$ cat src/rtl/cache2w_pkg.sv
`timescale 1ns/1ps
package cache2w_pkg;
  typedef enum logic [1:0] {
    ST_IDLE,
    ST_WBACK,
    ST_REFILL,
    ST_RESP
  } ctrlState_t;

  // strobes from control to datapath
  typedef struct packed {
    logic capture;    // latch request and chosen victim
    logic hitUpdate;  // apply hit: LRU, write merge, response byte
    logic fill;       // install refill block into victim line
  } dpStrobes_t;
endpackage

$ cat src/rtl/cache2w_dp.sv
`timescale 1ns/1ps
module cache2w_dp
  import cache2w_pkg::*;
#(
  parameter int ADDR_W = 24,
  parameter int SET_W = 4,
  parameter int BLK_BYTES = 4,
  localparam int OFF_W = $clog2(BLK_BYTES),
  localparam int BLK_W = BLK_BYTES * 8,
  localparam int TAG_W = ADDR_W - SET_W - OFF_W
) (
  input  logic                    clk,
  input  logic                    rstN,
  input  logic [ADDR_W-1:0]       reqAddr,
  input  logic                    reqWrite,
  input  logic [7:0]              reqWdata,
  input  dpStrobes_t              stb,
  input  logic [BLK_W-1:0]        memRdata,
  output logic                    hit,
  output logic                    victimDirty,
  output logic                    wbLineDirty,
  output logic [ADDR_W-OFF_W-1:0] wbAddr,
  output logic [ADDR_W-OFF_W-1:0] fillAddr,
  output logic [BLK_W-1:0]        wbData,
  output logic [7:0]              rspRdata
);
  localparam int SETS = 1 << SET_W;

  logic [TAG_W-1:0] tagMem  [2][SETS];
  logic [BLK_W-1:0] dataMem [2][SETS];
  logic [SETS-1:0]  validV  [2];
  logic [SETS-1:0]  dirtyV  [2];
  logic [SETS-1:0]  lruV;   // way to replace next when both valid

  logic [TAG_W-1:0] reqTag;
  logic [SET_W-1:0] reqIdx;
  logic [OFF_W-1:0] reqOff;
  assign reqTag = reqAddr[ADDR_W-1 -: TAG_W];
  assign reqIdx = reqAddr[OFF_W +: SET_W];
  assign reqOff = reqAddr[OFF_W-1:0];

  logic             lWrite;
  logic [TAG_W-1:0] lTag;
  logic [SET_W-1:0] lIdx;
  logic [OFF_W-1:0] lOff;
  logic [7:0]       lWdata;
  logic             lVictim;

  function automatic logic [BLK_W-1:0] mergeByte(input logic [BLK_W-1:0] blk,
                                                 input logic [OFF_W-1:0] off,
                                                 input logic [7:0] b);
    logic [BLK_W-1:0] r;
    r = blk;
    r[off*8 +: 8] = b;
    return r;
  endfunction

  // parallel tag compare, one comparator per way
  logic [1:0] hitWay;
  genvar w;
  generate
    for (w = 0; w < 2; w++) begin : gCmp
      assign hitWay[w] = validV[w][reqIdx] && (tagMem[w][reqIdx] == reqTag);
    end
  endgenerate
  assign hit = |hitWay;

  logic hitSel;
  assign hitSel = hitWay[1];

  logic curVictim;
  always_comb begin
    if (!validV[0][reqIdx])      curVictim = 1'b0;
    else if (!validV[1][reqIdx]) curVictim = 1'b1;
    else                         curVictim = lruV[reqIdx];
  end
  assign victimDirty = validV[curVictim][reqIdx] && dirtyV[curVictim][reqIdx];
  assign wbLineDirty = validV[lVictim][lIdx] && dirtyV[lVictim][lIdx];

  assign wbAddr   = {tagMem[lVictim][lIdx], lIdx};
  assign wbData   = dataMem[lVictim][lIdx];
  assign fillAddr = {lTag, lIdx};

  logic [BLK_W-1:0] hitBlk;
  assign hitBlk = dataMem[hitSel][reqIdx];

  // flags with reset
  always_ff @(posedge clk) begin
    if (!rstN) begin
      for (int i = 0; i < 2; i++) begin
        validV[i] <= '0;
        dirtyV[i] <= '0;
      end
      lruV <= '0;
    end else begin
      if (stb.hitUpdate) begin
        lruV[reqIdx] <= ~hitSel;
        if (reqWrite) dirtyV[hitSel][reqIdx] <= 1'b1;
      end
      if (stb.fill) begin
        validV[lVictim][lIdx] <= 1'b1;
        dirtyV[lVictim][lIdx] <= lWrite;
        lruV[lIdx]            <= ~lVictim;
      end
    end
  end

  // storage and request latch, no reset needed
  always_ff @(posedge clk) begin
    if (stb.capture) begin
      lWrite  <= reqWrite;
      lTag    <= reqTag;
      lIdx    <= reqIdx;
      lOff    <= reqOff;
      lWdata  <= reqWdata;
      lVictim <= curVictim;
    end
    if (stb.hitUpdate) begin
      if (reqWrite) dataMem[hitSel][reqIdx] <= mergeByte(hitBlk, reqOff, reqWdata);
      rspRdata <= reqWrite ? reqWdata : hitBlk[reqOff*8 +: 8];
    end
    if (stb.fill) begin
      tagMem[lVictim][lIdx]  <= lTag;
      dataMem[lVictim][lIdx] <= lWrite ? mergeByte(memRdata, lOff, lWdata) : memRdata;
      rspRdata <= lWrite ? lWdata : memRdata[lOff*8 +: 8];
    end
  end

  assert_single_hit_R2: assert property (@(posedge clk) disable iff (!rstN)
    $onehot0(hitWay));

  assert_write_marks_R5: assert property (@(posedge clk) disable iff (!rstN)
    (stb.hitUpdate && reqWrite) |=> dirtyV[$past(hitSel)][$past(reqIdx)]);

  assert_fill_flags_R8: assert property (@(posedge clk) disable iff (!rstN)
    stb.fill |=> (validV[$past(lVictim)][$past(lIdx)]
                  && dirtyV[$past(lVictim)][$past(lIdx)] == $past(lWrite)));
endmodule

$ cat src/rtl/cache2w_ctrl.sv
`timescale 1ns/1ps
module cache2w_ctrl
  import cache2w_pkg::*;
(
  input  logic       clk,
  input  logic       rstN,
  input  logic       reqValid,
  input  logic       hit,
  input  logic       victimDirty,
  input  logic       memReady,
  output logic       reqReady,
  output logic       rspValid,
  output logic       memReqValid,
  output logic       memReqWrite,
  output dpStrobes_t stb
);
  ctrlState_t state, nextState;

  always_ff @(posedge clk) begin
    if (!rstN) state <= ST_IDLE;
    else       state <= nextState;
  end

  always_comb begin
    nextState   = state;
    stb         = '0;
    reqReady    = 1'b0;
    rspValid    = 1'b0;
    memReqValid = 1'b0;
    memReqWrite = 1'b0;
    unique case (state)
      ST_IDLE: begin
        reqReady = 1'b1;
        if (reqValid) begin
          stb.capture = 1'b1;
          if (hit) begin
            stb.hitUpdate = 1'b1;
            nextState     = ST_RESP;
          end else begin
            nextState = victimDirty ? ST_WBACK : ST_REFILL;
          end
        end
      end
      ST_WBACK: begin
        memReqValid = 1'b1;
        memReqWrite = 1'b1;
        if (memReady) nextState = ST_REFILL;
      end
      ST_REFILL: begin
        memReqValid = 1'b1;
        if (memReady) begin
          stb.fill  = 1'b1;
          nextState = ST_RESP;
        end
      end
      ST_RESP: begin
        rspValid  = 1'b1;
        nextState = ST_IDLE;
      end
      default: nextState = ST_IDLE;
    endcase
  end

  assert_ready_after_rsp_R10: assert property (@(posedge clk) disable iff (!rstN)
    rspValid |=> reqReady);

  assert_no_rsp_while_ready_R10: assert property (@(posedge clk) disable iff (!rstN)
    reqReady |-> !rspValid);
endmodule

$ cat src/rtl/cache2w.sv
`timescale 1ns/1ps
module cache2w
  import cache2w_pkg::*;
#(
  parameter int ADDR_W = 24,
  parameter int SET_W = 4
) (
  input  logic              clk,
  input  logic              rstN,
  input  logic              reqValid,
  output logic              reqReady,
  input  logic              reqWrite,
  input  logic [ADDR_W-1:0] reqAddr,
  input  logic [7:0]        reqWdata,
  output logic              rspValid,
  output logic [7:0]        rspRdata,
  output logic              memReqValid,
  output logic              memReqWrite,
  output logic [ADDR_W-3:0] memReqAddr,
  output logic [31:0]       memWdata,
  input  logic              memReady,
  input  logic [31:0]       memRdata
);
  dpStrobes_t stb;
  logic hit, victimDirty, wbLineDirty;
  logic [ADDR_W-3:0] wbAddr, fillAddr;

  cache2w_ctrl uCtrl (
    .clk(clk), .rstN(rstN), .reqValid(reqValid), .hit(hit),
    .victimDirty(victimDirty), .memReady(memReady), .reqReady(reqReady),
    .rspValid(rspValid), .memReqValid(memReqValid), .memReqWrite(memReqWrite),
    .stb(stb)
  );

  cache2w_dp #(.ADDR_W(ADDR_W), .SET_W(SET_W), .BLK_BYTES(4)) uDp (
    .clk(clk), .rstN(rstN), .reqAddr(reqAddr), .reqWrite(reqWrite),
    .reqWdata(reqWdata), .stb(stb), .memRdata(memRdata), .hit(hit),
    .victimDirty(victimDirty), .wbLineDirty(wbLineDirty), .wbAddr(wbAddr),
    .fillAddr(fillAddr), .wbData(memWdata), .rspRdata(rspRdata)
  );

  assign memReqAddr = memReqWrite ? wbAddr : fillAddr;

  assert_mem_only_busy_R10: assert property (@(posedge clk) disable iff (!rstN)
    memReqValid |-> !reqReady);

  assert_wb_only_dirty_R6: assert property (@(posedge clk) disable iff (!rstN)
    (memReqValid && memReqWrite) |-> wbLineDirty);
endmodule

$ cat config.mk
export PLATFORM = sky130hd
export DESIGN_NAME = cache2w
export DESIGN_NICKNAME = d
export VERILOG_FILES = /design/src/rtl/cache2w_pkg.sv /design/src/rtl/cache2w_dp.sv /design/src/rtl/cache2w_ctrl.sv /design/src/rtl/cache2w.sv
export SDC_FILE = /design/constraint.sdc
export NUM_CORES = 2
export LEC_CHECK = 0
export BUFFER_PORTS_ARGS = -buffer_cell sky130_fd_sc_hd__buf_2
export CAP_MARGIN = 0
export CELL_PAD_IN_SITES_DETAIL_PLACEMENT = 0
export CELL_PAD_IN_SITES_GLOBAL_PLACEMENT = 2
export CORE_MARGIN = 4
export CORE_UTILIZATION = 42
export DETAILED_ROUTE_END_ITERATION = 12
export PLACE_DENSITY_LB_ADDON = 0.12
export SLEW_MARGIN = 30
export SYNTH_ARGS = -nofsm -noshare
export SYNTH_HDL_FRONTEND = slang
export SYNTH_HIERARCHICAL = 1
export SYNTH_SLANG_ARGS = --single-unit
$ cat constraint.sdc
create_clock -name clk -period 7.45 [get_ports clk]
set_clock_uncertainty 0.15 [all_clocks]
set_input_delay 0 -clock clk [delete_from_list [all_inputs] [get_ports clk]]
set_output_delay 0 -clock clk [all_outputs]
set_load 0.005 [all_outputs]
==> impl_metrics.yaml <==
critical_path:
  regToRegEndpoint: "uDp/dataMem[0][486]"
  critPathSlowestCell: "o21ai_4"
  timing.rr.start: "uDp/tagMem[0][67]"
  reg2reg_depth: 11
  critPathBufInv: 6
  cp_num_cells: 15
  crit_path_start_kind: "input pin"
  crit_type: "input pin to register"
  worstSetupEndpoint: "uDp/dataMem[0][486]"
  critical_path_required_ns: 7.77
  cp-end-kind: "register"
  crit_chain: "dlygate4sd3_1, buf_8, buf_12, buf_4, mux4_2, mux4_2, xor2_1, nor4_1, buf_4, nand3_1, o31ai_2, and3_2, nand3_1, o21ai_4, buf_4"
  crit_family: "buffers and inverters"
  crit_path_start: "reqAddr[2]"
  cp_common_cell: "buf_4"
  r2r_slack_ns: 0.96
  max_stage_delay_ns: 0.92
  cp.arrival_ns: 7.30
  cp_max_fo: 50
yosys:
  synth_fp_nets: 7135
  netlist_instances: 7050
  syn_area_per_cell_um2: 13.2
  synth_area_um2: 93000
  synth_warnings: 6
global_route:
  grt.overflow.total: 0
  track_usage_pct: 34.4
  antenna_found_initial: 15
  grt_pass1_vias: 65143
  grt_max_degree: 149
  grt_pass1_wl_um: 549000
place:
  portBuffers: 134
  place_congestion: 0.887
  hpwl_um: 238000
  dp_cells: 9676
routing:
  antenna_left: 0
  vias: 68504
  drt-vias-per-instance: 6.74
  drc: 0
  detail_route.wl_per_cell_um: 39.6
  first_pass_iters: 8
  dr.first_iter.drc_count: 9824
  wirelength_um: 402000
floorplanning:
  core.rowCount: 172
  io_pins: 135
  core_um2: 220000
  fp.dieArea_um2: 229000
  die_h_um: 479
  die_x_um: 479
  initial_core_util_pct: 42.3
clocking:
  clk_pin_slew_worst_paths_ns: 0.06
  cts_made_buffers: 198
  cts-root-buf: "clkbuf_16"
  htreeDepth: 4
  tritoncts: "built"
  clk_latency_ns: 0.87
  cts.sinks: 1725
  cts_buffer_depth: 3
sta:
  finalSetupViolCount: 0
  slew_viol_final: 0
  post-route-period-util_pct: 93.6
  worst_pin_slew_ns: 1.27
  slew_headroom_pct: 15.2
  fmax_mhz: 143
  finalCriticalPeriod_ns: 6.98
  timing.setup.tns_ns: 0
  hold_viol: 0
  grt_setup_unrepaired: "false"
min_path:
  hp-start: "memRdata[28]"
  hold_depth: 4
  hold_path_class: "input pin to register"
power_and_ir_drop:
  pwr-share-clk_pct: 36.4
  ir_worst_vdd_mv: 0.254
  p_leak_nw: 36.4
  p_sw_share_pct: 29.5
  pwr-share-comb_pct: 21.7
  p_int_mw: 19.1
  p_sw_mw: 7.99
  p_seq_share_pct: 41.9
  power_density_nw_per_um2: 256
cells_and_area:
  final_cell_mix: "1,642 x edfxtp_1, 693 x nor2_1, 681 x mux4_2"
  area_delta_synth_final_pct: 13.6
  fin_cells: 10162
  drive_gt1_share_pct: 25.7
  nets: 7115
  final_common_cell: "edfxtp_1"
  final_core_util_pct: 48.0
job:
  max_cap_viol_count: 0
outcome:
  status: "complete, no violations"
[worst min-delay path by stage]
stage	end	slack, ns
finish	uDp/dataMem[1][252]	0.08
floorplan	uDp/lIdx[0]	-0.05
CTS	uDp/dataMem[0][185]	0.01
detailed placement	uDp/lTag[13]	0.11
global placement	uDp/lTag[13]	0.11
global route	uDp/dataMem[0][185]	0.07
[repair_timing]
item	CTS	global route
hold buffers	97	0
resized for setup	0	0
setup buffers	0	0
hold endpoints to repair	1011	0
[worst min-delay path: cells and delay by family]
family	cells	cell delay [ns]
buf+inv	1	0.11
compound gates	2	0.60
simple gates	1	0.19
[final cells by class]
| type | count | area (µm²) |
|---|---|---|
| antenna | 6 | 15.0 |
| clock buffer | 256 | 5310 |
| clock inverter | 112 | 1090 |
| fill | 19148 | 114000 |
| inverter | 52 | 203 |
| multi-input combinational | 4488 | 39400 |
| sequential | 1725 | 51000 |
| tap | 2958 | 3700 |
| timing repair buffer | 565 | 4870 |
[sequential cells by signal, indices dropped and copies added, names as in the netlist, 4 cells and up, named ones only]
signal        flops
uDp/dataMem    1024
uDp/dirtyV       32
uDp/lIdx          4
uDp/lTag         18
uDp/lWdata        8
uDp/lruV         16
uDp/rspRdata      8
uDp/tagMem      576
uDp/validV       32
[power groups by stage]
stage                     logic, mW  clock network, mW  registers [mW]
final                          5.86               9.86            11.3
after detailed placement       5.59                  0            11.6
after global routing           6.12               10.4            11.4
after CTS                      5.67               9.98            11.4
after global placement         5.54                  0            11.6
after floorplan                3.61                  0            11.4
[through the flow]
| step | setup slack (ns) | hold WS, ns | power [mW] | area (µm²) |
|---|---|---|---|---|
| after global routing | 0.492 | 0.0682 | 27.8 | 106000 |
| after detailed placement | 0.340 | 0.107 | 17.2 | 98000 |
| after floorplan | -0.516 | -0.0511 | 15.1 | 93000 |
| after global placement | -0.0251 | 0.106 | 17.2 | 97800 |
| final | 0.474 | 0.0797 | 27.1 | 106000 |
| after CTS | 0.623 | 0.0148 | 27.1 | 105000 |
[layer usage]
metal	vias up	share of wire [%]	global-route usage (%)
li1	27630	-	-
met1	35299	38	46.2
met2	4626	46	53.7
met3	949	10	6.86
met4	0	5.9	17.1
met5	-	0	0
Power figures use the tool's default switching activity.
